===== config.mk =====
export PLATFORM = sky130hd
export DESIGN_NAME = alu_exec
export DESIGN_NICKNAME = d
export VERILOG_FILES = /design/src/rtl/alu_exec_pkg.sv /design/src/rtl/alu_exec_decode.sv /design/src/rtl/alu_exec_arith.sv /design/src/rtl/alu_exec_flags.sv /design/src/rtl/alu_exec.sv
export SDC_FILE = /design/constraint.sdc
export NUM_CORES = 1
export LEC_CHECK = 0
export ABC_AREA = 0
export ABC_CLOCK_PERIOD_IN_PS = 3600
export BUFFER_PORTS_ARGS = -buffer_cell sky130_fd_sc_hd__buf_4
export CORE_UTILIZATION = 45
export CTS_BUF_LIST = sky130_fd_sc_hd__clkbuf_4
export CTS_CLUSTER_DIAMETER = 120
export DETAILED_ROUTE_END_ITERATION = 10
export GPL_TIMING_DRIVEN = 0
export HOLD_SLACK_MARGIN = 0.03
export MAX_ROUTING_LAYER = met4
export PLACE_DENSITY = 0.67
export REMOVE_ABC_BUFFERS = 1
export SYNTH_ARGS = -nofsm -noshare
export SYNTH_HDL_FRONTEND = slang
export SYNTH_SLANG_ARGS = --single-unit

===== constraint.sdc =====
create_clock -name clk -period 3.6 [get_ports clk]
set_clock_uncertainty 0.2 [all_clocks]
set_input_delay 0.54 -clock clk [delete_from_list [all_inputs] [get_ports clk]]
set_output_delay 0.54 -clock clk [all_outputs]
set_load 0.05 [all_outputs]

===== src/rtl/alu_exec_pkg.sv =====
package alu_exec_pkg;

   typedef enum logic [4:0] {
      OP_NONE, OP_ADD, OP_SUB, OP_AND, OP_IOR, OP_XOR, OP_MOVR,
      OP_INC, OP_DEC, OP_COM, OP_RR, OP_RL, OP_SWAP,
      OP_ANDI, OP_XORI, OP_IORI, OP_MOVI, OP_CLRA, OP_CLRR, OP_MOVAR
   } alu_op_e;

   // opcode field instr[13:8]
   localparam logic [5:0] OPC_ADD   = 6'b010101;
   localparam logic [5:0] OPC_SUB   = 6'b011010;
   localparam logic [5:0] OPC_AND   = 6'b010100;
   localparam logic [5:0] OPC_IOR   = 6'b011111;
   localparam logic [5:0] OPC_XOR   = 6'b011011;
   localparam logic [5:0] OPC_MOVR  = 6'b010011;
   localparam logic [5:0] OPC_INC   = 6'b011000;
   localparam logic [5:0] OPC_DEC   = 6'b010110;
   localparam logic [5:0] OPC_COM   = 6'b010010;
   localparam logic [5:0] OPC_RR    = 6'b011110;
   localparam logic [5:0] OPC_RL    = 6'b011100;
   localparam logic [5:0] OPC_SWAP  = 6'b011101;
   localparam logic [5:0] OPC_ANDI  = 6'b001001;
   localparam logic [5:0] OPC_XORI  = 6'b001000;
   localparam logic [5:0] OPC_IORI  = 6'b000011;
   localparam logic [5:0] OPC_MOVI  = 6'b000001;
   localparam logic [5:0] OPC_CLR   = 6'b010001;
   localparam logic [5:0] OPC_STORE = 6'b010000;

   localparam int FLAG_C  = 0;
   localparam int FLAG_DC = 1;
   localparam int FLAG_Z  = 2;
   localparam int NFLAGS  = 3;

   typedef struct packed {
      alu_op_e           op;
      logic              to_acc;
      logic              to_reg;
      logic [NFLAGS-1:0] fmask;
   } alu_dec_t;

   // which flags each operation is allowed to change
   function automatic logic [NFLAGS-1:0] flag_owner(alu_op_e op);
      logic [NFLAGS-1:0] m;
      m = '0;
      unique case (op)
         OP_ADD, OP_SUB:                        m = 3'b111;
         OP_RR, OP_RL:                          m = 3'b001;
         OP_AND, OP_IOR, OP_XOR, OP_MOVR,
         OP_INC, OP_DEC, OP_COM,
         OP_ANDI, OP_XORI, OP_IORI,
         OP_CLRA, OP_CLRR:                      m = 3'b100;
         default:                               m = 3'b000;
      endcase
      return m;
   endfunction

endpackage


===== src/rtl/alu_exec_decode.sv =====
module alu_exec_decode
   import alu_exec_pkg::*;
#(
   parameter int INSTR_W = 14,
   parameter int ADDR_W  = 7
) (
   input  logic [INSTR_W-1:0] instr,
   output alu_dec_t           dec
);
   localparam int OPC_LSB = INSTR_W - 6;
   localparam int DST_BIT = ADDR_W;

   if (INSTR_W != 14) begin : g_bad_instr_w
      $error("alu_exec_decode: INSTR_W must be 14");
   end
   if (ADDR_W != 7) begin : g_bad_addr_w
      $error("alu_exec_decode: ADDR_W must be 7");
   end

   logic [5:0]        opc;
   logic              dst;
   logic [ADDR_W-1:0] low;

   assign opc = instr[INSTR_W-1:OPC_LSB];
   assign dst = instr[DST_BIT];
   assign low = instr[ADDR_W-1:0];

   always_comb begin
      dec        = '0;
      dec.op     = OP_NONE;
      unique case (opc)
         OPC_ADD:  dec.op = OP_ADD;
         OPC_SUB:  dec.op = OP_SUB;
         OPC_AND:  dec.op = OP_AND;
         OPC_IOR:  dec.op = OP_IOR;
         OPC_XOR:  dec.op = OP_XOR;
         OPC_MOVR: dec.op = OP_MOVR;
         OPC_INC:  dec.op = OP_INC;
         OPC_DEC:  dec.op = OP_DEC;
         OPC_COM:  dec.op = OP_COM;
         OPC_RR:   dec.op = OP_RR;
         OPC_RL:   dec.op = OP_RL;
         OPC_SWAP: dec.op = OP_SWAP;
         OPC_ANDI: dec.op = OP_ANDI;
         OPC_XORI: dec.op = OP_XORI;
         OPC_IORI: dec.op = OP_IORI;
         OPC_MOVI: dec.op = OP_MOVI;
         OPC_CLR: begin
            if (dst)             dec.op = OP_CLRR;
            else if (low == '0)  dec.op = OP_CLRA;
            else                 dec.op = OP_NONE;
         end
         OPC_STORE: dec.op = dst ? OP_MOVAR : OP_NONE;
         default:   dec.op = OP_NONE;
      endcase

      unique case (dec.op)
         OP_NONE: begin
            dec.to_acc = 1'b0;
            dec.to_reg = 1'b0;
         end
         OP_ANDI, OP_XORI, OP_IORI, OP_MOVI, OP_CLRA: begin
            dec.to_acc = 1'b1;
            dec.to_reg = 1'b0;
         end
         OP_CLRR, OP_MOVAR: begin
            dec.to_acc = 1'b0;
            dec.to_reg = 1'b1;
         end
         default: begin
            dec.to_acc = ~dst;
            dec.to_reg = dst;
         end
      endcase
      dec.fmask = flag_owner(dec.op);
   end

endmodule


===== src/rtl/alu_exec_arith.sv =====
module alu_exec_arith
   import alu_exec_pkg::*;
#(
   parameter int DATA_W      = 8,
   parameter bit CARRY_SPLIT = 1'b1
) (
   input  alu_op_e           op,
   input  logic [DATA_W-1:0] opr,
   input  logic [DATA_W-1:0] acc,
   input  logic [DATA_W-1:0] imm,
   input  logic              c_in,
   output logic [DATA_W-1:0] result,
   output logic              c_new,
   output logic              dc_new
);
   localparam int NIB  = 4;
   localparam int HI_W = DATA_W - NIB;
   localparam int HALF = DATA_W / 2;

   if (DATA_W < 8 || (DATA_W % 2) != 0) begin : g_bad_w
      $error("alu_exec_arith: DATA_W must be even and at least 8");
   end

   logic [DATA_W-1:0] add_x, add_y, sum;
   logic              add_ci, cout, dcout;

   // operand steering for the shared adder
   always_comb begin
      add_x  = opr;
      add_y  = acc;
      add_ci = 1'b0;
      unique case (op)
         OP_SUB: begin add_y = ~acc;           add_ci = 1'b1; end
         OP_INC: begin add_y = '0;             add_ci = 1'b1; end
         OP_DEC: begin add_y = {DATA_W{1'b1}}; add_ci = 1'b0; end
         default: begin add_y = acc;           add_ci = 1'b0; end
      endcase
   end

   logic [NIB:0] lo;
   assign lo = {1'b0, add_x[NIB-1:0]} + {1'b0, add_y[NIB-1:0]}
             + {{NIB{1'b0}}, add_ci};
   assign dcout = lo[NIB];

   if (CARRY_SPLIT) begin : g_split
      logic [HI_W:0] hi;
      assign hi   = {1'b0, add_x[DATA_W-1:NIB]} + {1'b0, add_y[DATA_W-1:NIB]}
                  + {{HI_W{1'b0}}, lo[NIB]};
      assign sum  = {hi[HI_W-1:0], lo[NIB-1:0]};
      assign cout = hi[HI_W];
   end else begin : g_flat
      logic [DATA_W:0] full;
      assign full = {1'b0, add_x} + {1'b0, add_y} + {{DATA_W{1'b0}}, add_ci};
      assign sum  = full[DATA_W-1:0];
      assign cout = full[DATA_W];
   end

   always_comb begin
      result = '0;
      c_new  = c_in;
      unique case (op)
         OP_ADD, OP_SUB, OP_INC, OP_DEC: begin
            result = sum;
            c_new  = cout;
         end
         OP_AND:   result = opr & acc;
         OP_IOR:   result = opr | acc;
         OP_XOR:   result = opr ^ acc;
         OP_MOVR:  result = opr;
         OP_COM:   result = ~opr;
         OP_RR: begin
            result = {c_in, opr[DATA_W-1:1]};
            c_new  = opr[0];
         end
         OP_RL: begin
            result = {opr[DATA_W-2:0], c_in};
            c_new  = opr[DATA_W-1];
         end
         OP_SWAP:  result = {opr[HALF-1:0], opr[DATA_W-1:HALF]};
         OP_ANDI:  result = imm & acc;
         OP_XORI:  result = imm ^ acc;
         OP_IORI:  result = imm | acc;
         OP_MOVI:  result = imm;
         OP_MOVAR: result = acc;
         default:  result = '0;
      endcase
   end

   assign dc_new = dcout;

endmodule


===== src/rtl/alu_exec_flags.sv =====
module alu_exec_flags
   import alu_exec_pkg::*;
#(
   parameter int DATA_W = 8
) (
   input  logic [NFLAGS-1:0] fmask,
   input  logic [DATA_W-1:0] result,
   input  logic              c_new,
   input  logic              dc_new,
   input  logic              c_in,
   input  logic              dc_in,
   input  logic              z_in,
   output logic              c_out,
   output logic              dc_out,
   output logic              z_out
);
   logic [NFLAGS-1:0] fresh, prior, merged;

   always_comb begin
      fresh          = '0;
      fresh[FLAG_C]  = c_new;
      fresh[FLAG_DC] = dc_new;
      fresh[FLAG_Z]  = ~|result;
      prior          = '0;
      prior[FLAG_C]  = c_in;
      prior[FLAG_DC] = dc_in;
      prior[FLAG_Z]  = z_in;
   end

   for (genvar f = 0; f < NFLAGS; f++) begin : g_flag
      assign merged[f] = fmask[f] ? fresh[f] : prior[f];
   end

   assign c_out  = merged[FLAG_C];
   assign dc_out = merged[FLAG_DC];
   assign z_out  = merged[FLAG_Z];

endmodule


===== src/rtl/alu_exec.sv =====
module alu_exec
   import alu_exec_pkg::*;
#(
   parameter int DATA_W      = 8,
   parameter int INSTR_W     = 14,
   parameter int ADDR_W      = 7,
   parameter bit CARRY_SPLIT = 1'b1
) (
   input  logic               clk,
   input  logic               rst_n,
   input  logic               in_valid,
   input  logic [INSTR_W-1:0] instr,
   input  logic [DATA_W-1:0]  reg_val,
   input  logic [DATA_W-1:0]  acc_val,
   input  logic               c_in,
   input  logic               dc_in,
   input  logic               z_in,
   output logic               out_valid,
   output logic [DATA_W-1:0]  result,
   output logic               wr_acc,
   output logic               wr_reg,
   output logic [ADDR_W-1:0]  reg_addr,
   output logic               c_out,
   output logic               dc_out,
   output logic               z_out
);
   localparam int OPC_LSB = INSTR_W - 6;

   if (DATA_W != 8) begin : g_bad_data_w
      $error("alu_exec: immediate field fixes DATA_W at 8");
   end

   alu_dec_t          dec;
   logic [DATA_W-1:0] res_d;
   logic              cn, dcn, c_d, dc_d, z_d;

   alu_exec_decode #(.INSTR_W(INSTR_W), .ADDR_W(ADDR_W)) u_dec (
      .instr (instr),
      .dec   (dec)
   );

   alu_exec_arith #(.DATA_W(DATA_W), .CARRY_SPLIT(CARRY_SPLIT)) u_arith (
      .op     (dec.op),
      .opr    (reg_val),
      .acc    (acc_val),
      .imm    (instr[DATA_W-1:0]),
      .c_in   (c_in),
      .result (res_d),
      .c_new  (cn),
      .dc_new (dcn)
   );

   alu_exec_flags #(.DATA_W(DATA_W)) u_flags (
      .fmask  (dec.fmask),
      .result (res_d),
      .c_new  (cn),
      .dc_new (dcn),
      .c_in   (c_in),
      .dc_in  (dc_in),
      .z_in   (z_in),
      .c_out  (c_d),
      .dc_out (dc_d),
      .z_out  (z_d)
   );

   always_ff @(posedge clk or negedge rst_n) begin
      if (!rst_n) begin
         out_valid <= 1'b0;
         wr_acc    <= 1'b0;
         wr_reg    <= 1'b0;
         result    <= '0;
         reg_addr  <= '0;
         c_out     <= 1'b0;
         dc_out    <= 1'b0;
         z_out     <= 1'b0;
      end else begin
         out_valid <= in_valid;
         wr_acc    <= in_valid & dec.to_acc;
         wr_reg    <= in_valid & dec.to_reg;
         if (in_valid) begin
            result   <= res_d;
            reg_addr <= instr[ADDR_W-1:0];
            c_out    <= c_d;
            dc_out   <= dc_d;
            z_out    <= z_d;
         end
      end
   end

   // ---------------- assertions ----------------
   a_r1_valid_next: assert property (@(posedge clk) disable iff (!rst_n)
      in_valid |=> out_valid);

   a_r1_idle_next: assert property (@(posedge clk) disable iff (!rst_n)
      !in_valid |=> !out_valid);

   a_r4_single_dest: assert property (@(posedge clk) disable iff (!rst_n)
      $countones({wr_acc, wr_reg}) <= 1);

   a_r4_no_write_idle: assert property (@(posedge clk) disable iff (!rst_n)
      !out_valid |-> (!wr_acc && !wr_reg));

   a_r5_rotate_keeps_dc_z: assert property (@(posedge clk) disable iff (!rst_n)
      (in_valid && (instr[INSTR_W-1:OPC_LSB] == OPC_RR ||
                    instr[INSTR_W-1:OPC_LSB] == OPC_RL))
      |=> (dc_out == $past(dc_in) && z_out == $past(z_in)));

   a_r6_swap_keeps_flags: assert property (@(posedge clk) disable iff (!rst_n)
      (in_valid && instr[INSTR_W-1:OPC_LSB] == OPC_SWAP)
      |=> (c_out == $past(c_in) && dc_out == $past(dc_in) && z_out == $past(z_in)));

   a_r10_clear_zero: assert property (@(posedge clk) disable iff (!rst_n)
      (in_valid && instr[INSTR_W-1:OPC_LSB] == OPC_CLR && instr[ADDR_W])
      |=> (result == '0 && z_out && wr_reg));

   a_r12_unlisted_quiet: assert property (@(posedge clk) disable iff (!rst_n)
      (in_valid && instr[INSTR_W-1:INSTR_W-2] == 2'b11)
      |=> (!wr_acc && !wr_reg && c_out == $past(c_in)
           && dc_out == $past(dc_in) && z_out == $past(z_in)));

endmodule


==> results.toml <==
[pwr]
peakVddDrop_mv = 0.292
leakagePower_nw = 1.58
pwr_density_cell_nw_per_um2 = 276

[cells_and_area]
final_cell_mix = "buf_4, nand2_1, nor2_1, dfrtp_1, a21oi_1"
largest_register = "result"
stdcell_area_um2 = 3730
final_common_cell = "buf_4"
synthToLayoutAreaGrowth_pct = 33.2
fin_util_pct = 62.6
reg_top3 = "result (8), reg_addr (7)"
drive_above_1_share_pct = 34.0
nFillCells = 523
nets = 476
antenna_cells = 0
largest_reg_flops = 8

[die]
ioPinCount = 57
die-area_um2 = 6540
num_rows = 28
dieWidth_um = 80.9
core_area_um2 = 5960
die_h_um = 80.9
initial_core_util_pct = 47.0

[route]
wire_per_inst_um = 20.2
topRoutingLayerUsed = "met4"
drcViolationCount = 0
wl_met2_um = 4840
num_vias = 3338
viasPerCell = 6.65
wl_met1_um = 4030
firstDrtPassIters = 6
routed_wl_um = 10100
drt-initial-drc-count = 331
final_antenna_net_count = 0
wl_met3_um = 957

[worst_setup_path]
cp.arrival_ns = 5.64
start_kind = "input port"
r2r_slack_ns = 2.22
end_kind = "flop"
slowest_stage = "or4_4"
rr_worst_depth = 4
rr_startpoint = "z_out"
cp_slowest_stage_delay_ns = 0.56
r2r-end = "z_out"
cpMostUsedCell = "buf_6"
required_ns = 3.65
path_max_fanout = 4
path_class = "input port to flop"

[sta]
tightest_slew_ns = 1.24
max_freq_mhz = 179
whs_ns = 0.276
hold_violations = 0
max_slew_margin_pct = 17.0
fin_crit_sh_pct = 155
fin_ws_ns = -1.98
grt_setup_unrepaired = "true"
setup_viol_count_final = 11
min_period_ns = 5.58
final_max_slew_viol_count = 0

[hold_path]
min_path_cells = 2
hp-class = "input port to flop"
worstHoldStart = "instr[1]"
hold_end = "reg_addr[1]"

[synth]
synth_cell_types = 62
yosys_warnings = 0
synth_area_leaders = "dfrtp_1, a21oi_1, nand2_1"
synthCells = 370
yosysTopAreaCellShare_pct = 18.8
ys.flop_type = "dfrtp_1"
synth.yosys.seq_area_share_pct = 18.8
ys_ff_latch = 21
avgSynthCellArea_um2 = 7.56
synthArstFlopShare_pct = 100
netlist_area_um2 = 2800
synth-edff-count = 0
synth_top_area_cell = "dfrtp_1"

[clock_tree]
cts_tree = "yes"
cts.path.max_buffers = 2
clk_latency_ns = 0.30
numCtsBuffers = 3
clkTransAtPathRegs_ns = 0.12
clkSinkCount = 21
cts.htree.levels = 1
root_buffer = "clkbuf_4"

[grt]
gr-total-overflow = 0
antenna_found_initial = 0
grt_pass1_wl_um = 15500
grt_pass1_vias = 3074
grt_max_degree = 28
grtUsageTotal_pct = 31.9

[placement]
place_hpwl_um = 6820
portBuffers = 56
place_congestion = 0.997
postPlaceCellArea_um2 = 3180

[run_status]
violations = "negative setup slack"
status = "finished with violations"

[flow_run]
maxCapViolations = 0
[cells by family after synthesis]
family,share of synthesized area [%]
simple gates,28.1
mux,6.17
compound gates,32.4
fa+ha+maj,6.44
flops,18.8
xor+xnor,1.56
buf+inv,6.62
[report_power, final]
| part | switching [W] | internal [W] |
|---|---|---|
| Clock | 0.0000711 | 0.0000414 |
| Combinational | 0.000376 | 0.000261 |
| Sequential | 0.0000156 | 0.000266 |
| Total | 0.000463 | 0.000568 |
[through the flow]
stage	total power, W	instances	setup slack, ns	TNS, ns
2_1_floorplan	0.000601	337	-2.45	-16.41
3_3_place_gp	0.000780	468	-3.38	-25.48
3_5_place_dp	0.000786	468	-3.42	-25.85
4_1_cts	0.000995	497	-1.84	-11.68
5_1_grt	0.00109	502	-2.09	-14.44
6_report	0.00103	502	-1.98	-13.10
[critical path, delay by kind of cell]
kind / cells / cell delay [ns]
buffers and inverters: 13 / 1.30
adders and majority gates: 3 / 0.90
and+or+nand+nor: 8 / 2.20
xor gates and xnor gates: 1 / 0.15
AOI/OAI and AO/OA: 4 / 0.53
[worst max path at each step]
stage | from | end | slack [ns] | cells after the start
6_report | instr[1] | z_out | -1.98 | 29
2_1_floorplan | instr[5] | z_out | -2.45 | 23
4_1_cts | instr[2] | z_out | -1.84 | 24
5_1_grt | instr[1] | z_out | -2.09 | 24
3_5_place_dp | instr[0] | z_out | -3.42 | 24
3_3_place_gp | instr[0] | z_out | -3.38 | 24
[synthesized netlist by cell type (6+ instances only)]
| cell | number |
|---|---|
| a22oi_1 | 12 |
| mux2i_1 | 6 |
| a21oi_1 | 26 |
| dfrtp_1 | 21 |
| nand4_1 | 6 |
| nand3_1 | 13 |
| nand2b_1 | 7 |
| inv_1 | 14 |
| o21ai_0 | 10 |
| ha_1 | 8 |
| a41oi_1 | 8 |
| a21o_1 | 11 |
| nand2_1 | 33 |
| mux2_2 | 9 |
| nor4_1 | 6 |
| o211ai_1 | 14 |
| a221oi_1 | 9 |
| nor2b_1 | 7 |
| nor2_1 | 22 |
| clkbuf_1 | 25 |
[layout make-up]
class / instances / area, um2 / area share (%)
timing repair buffer: 86 / 719 / 19.3
sequential: 21 / 526 / 14.1
multi-input combinational: 302 / 2310 / 61.9
clock buffer: 3 / 22.5 / 0.604
tap: 75 / 93.8 / 2.52
inverter: 14 / 55.1 / 1.48
clock inverter: 1 / 5.00 / 0.134
[metal layers]
layer	vias to the layer above	track usage (%)
met5	-	-
met4	0	10.0
met3	31	5.96
met2	177	51.2
met1	1584	40.3
li1	1546	-
[timing repair]
action                                  4_1_cts  5_1_grt
pin swaps                                    19       12
endpoints found under the setup margin       11       11
buffers inserted                             24        8
hold buffers                                  1        0
resized for setup                            60       13
endpoints found under the hold margin        21        0
(Power assumes the default switching activity.)
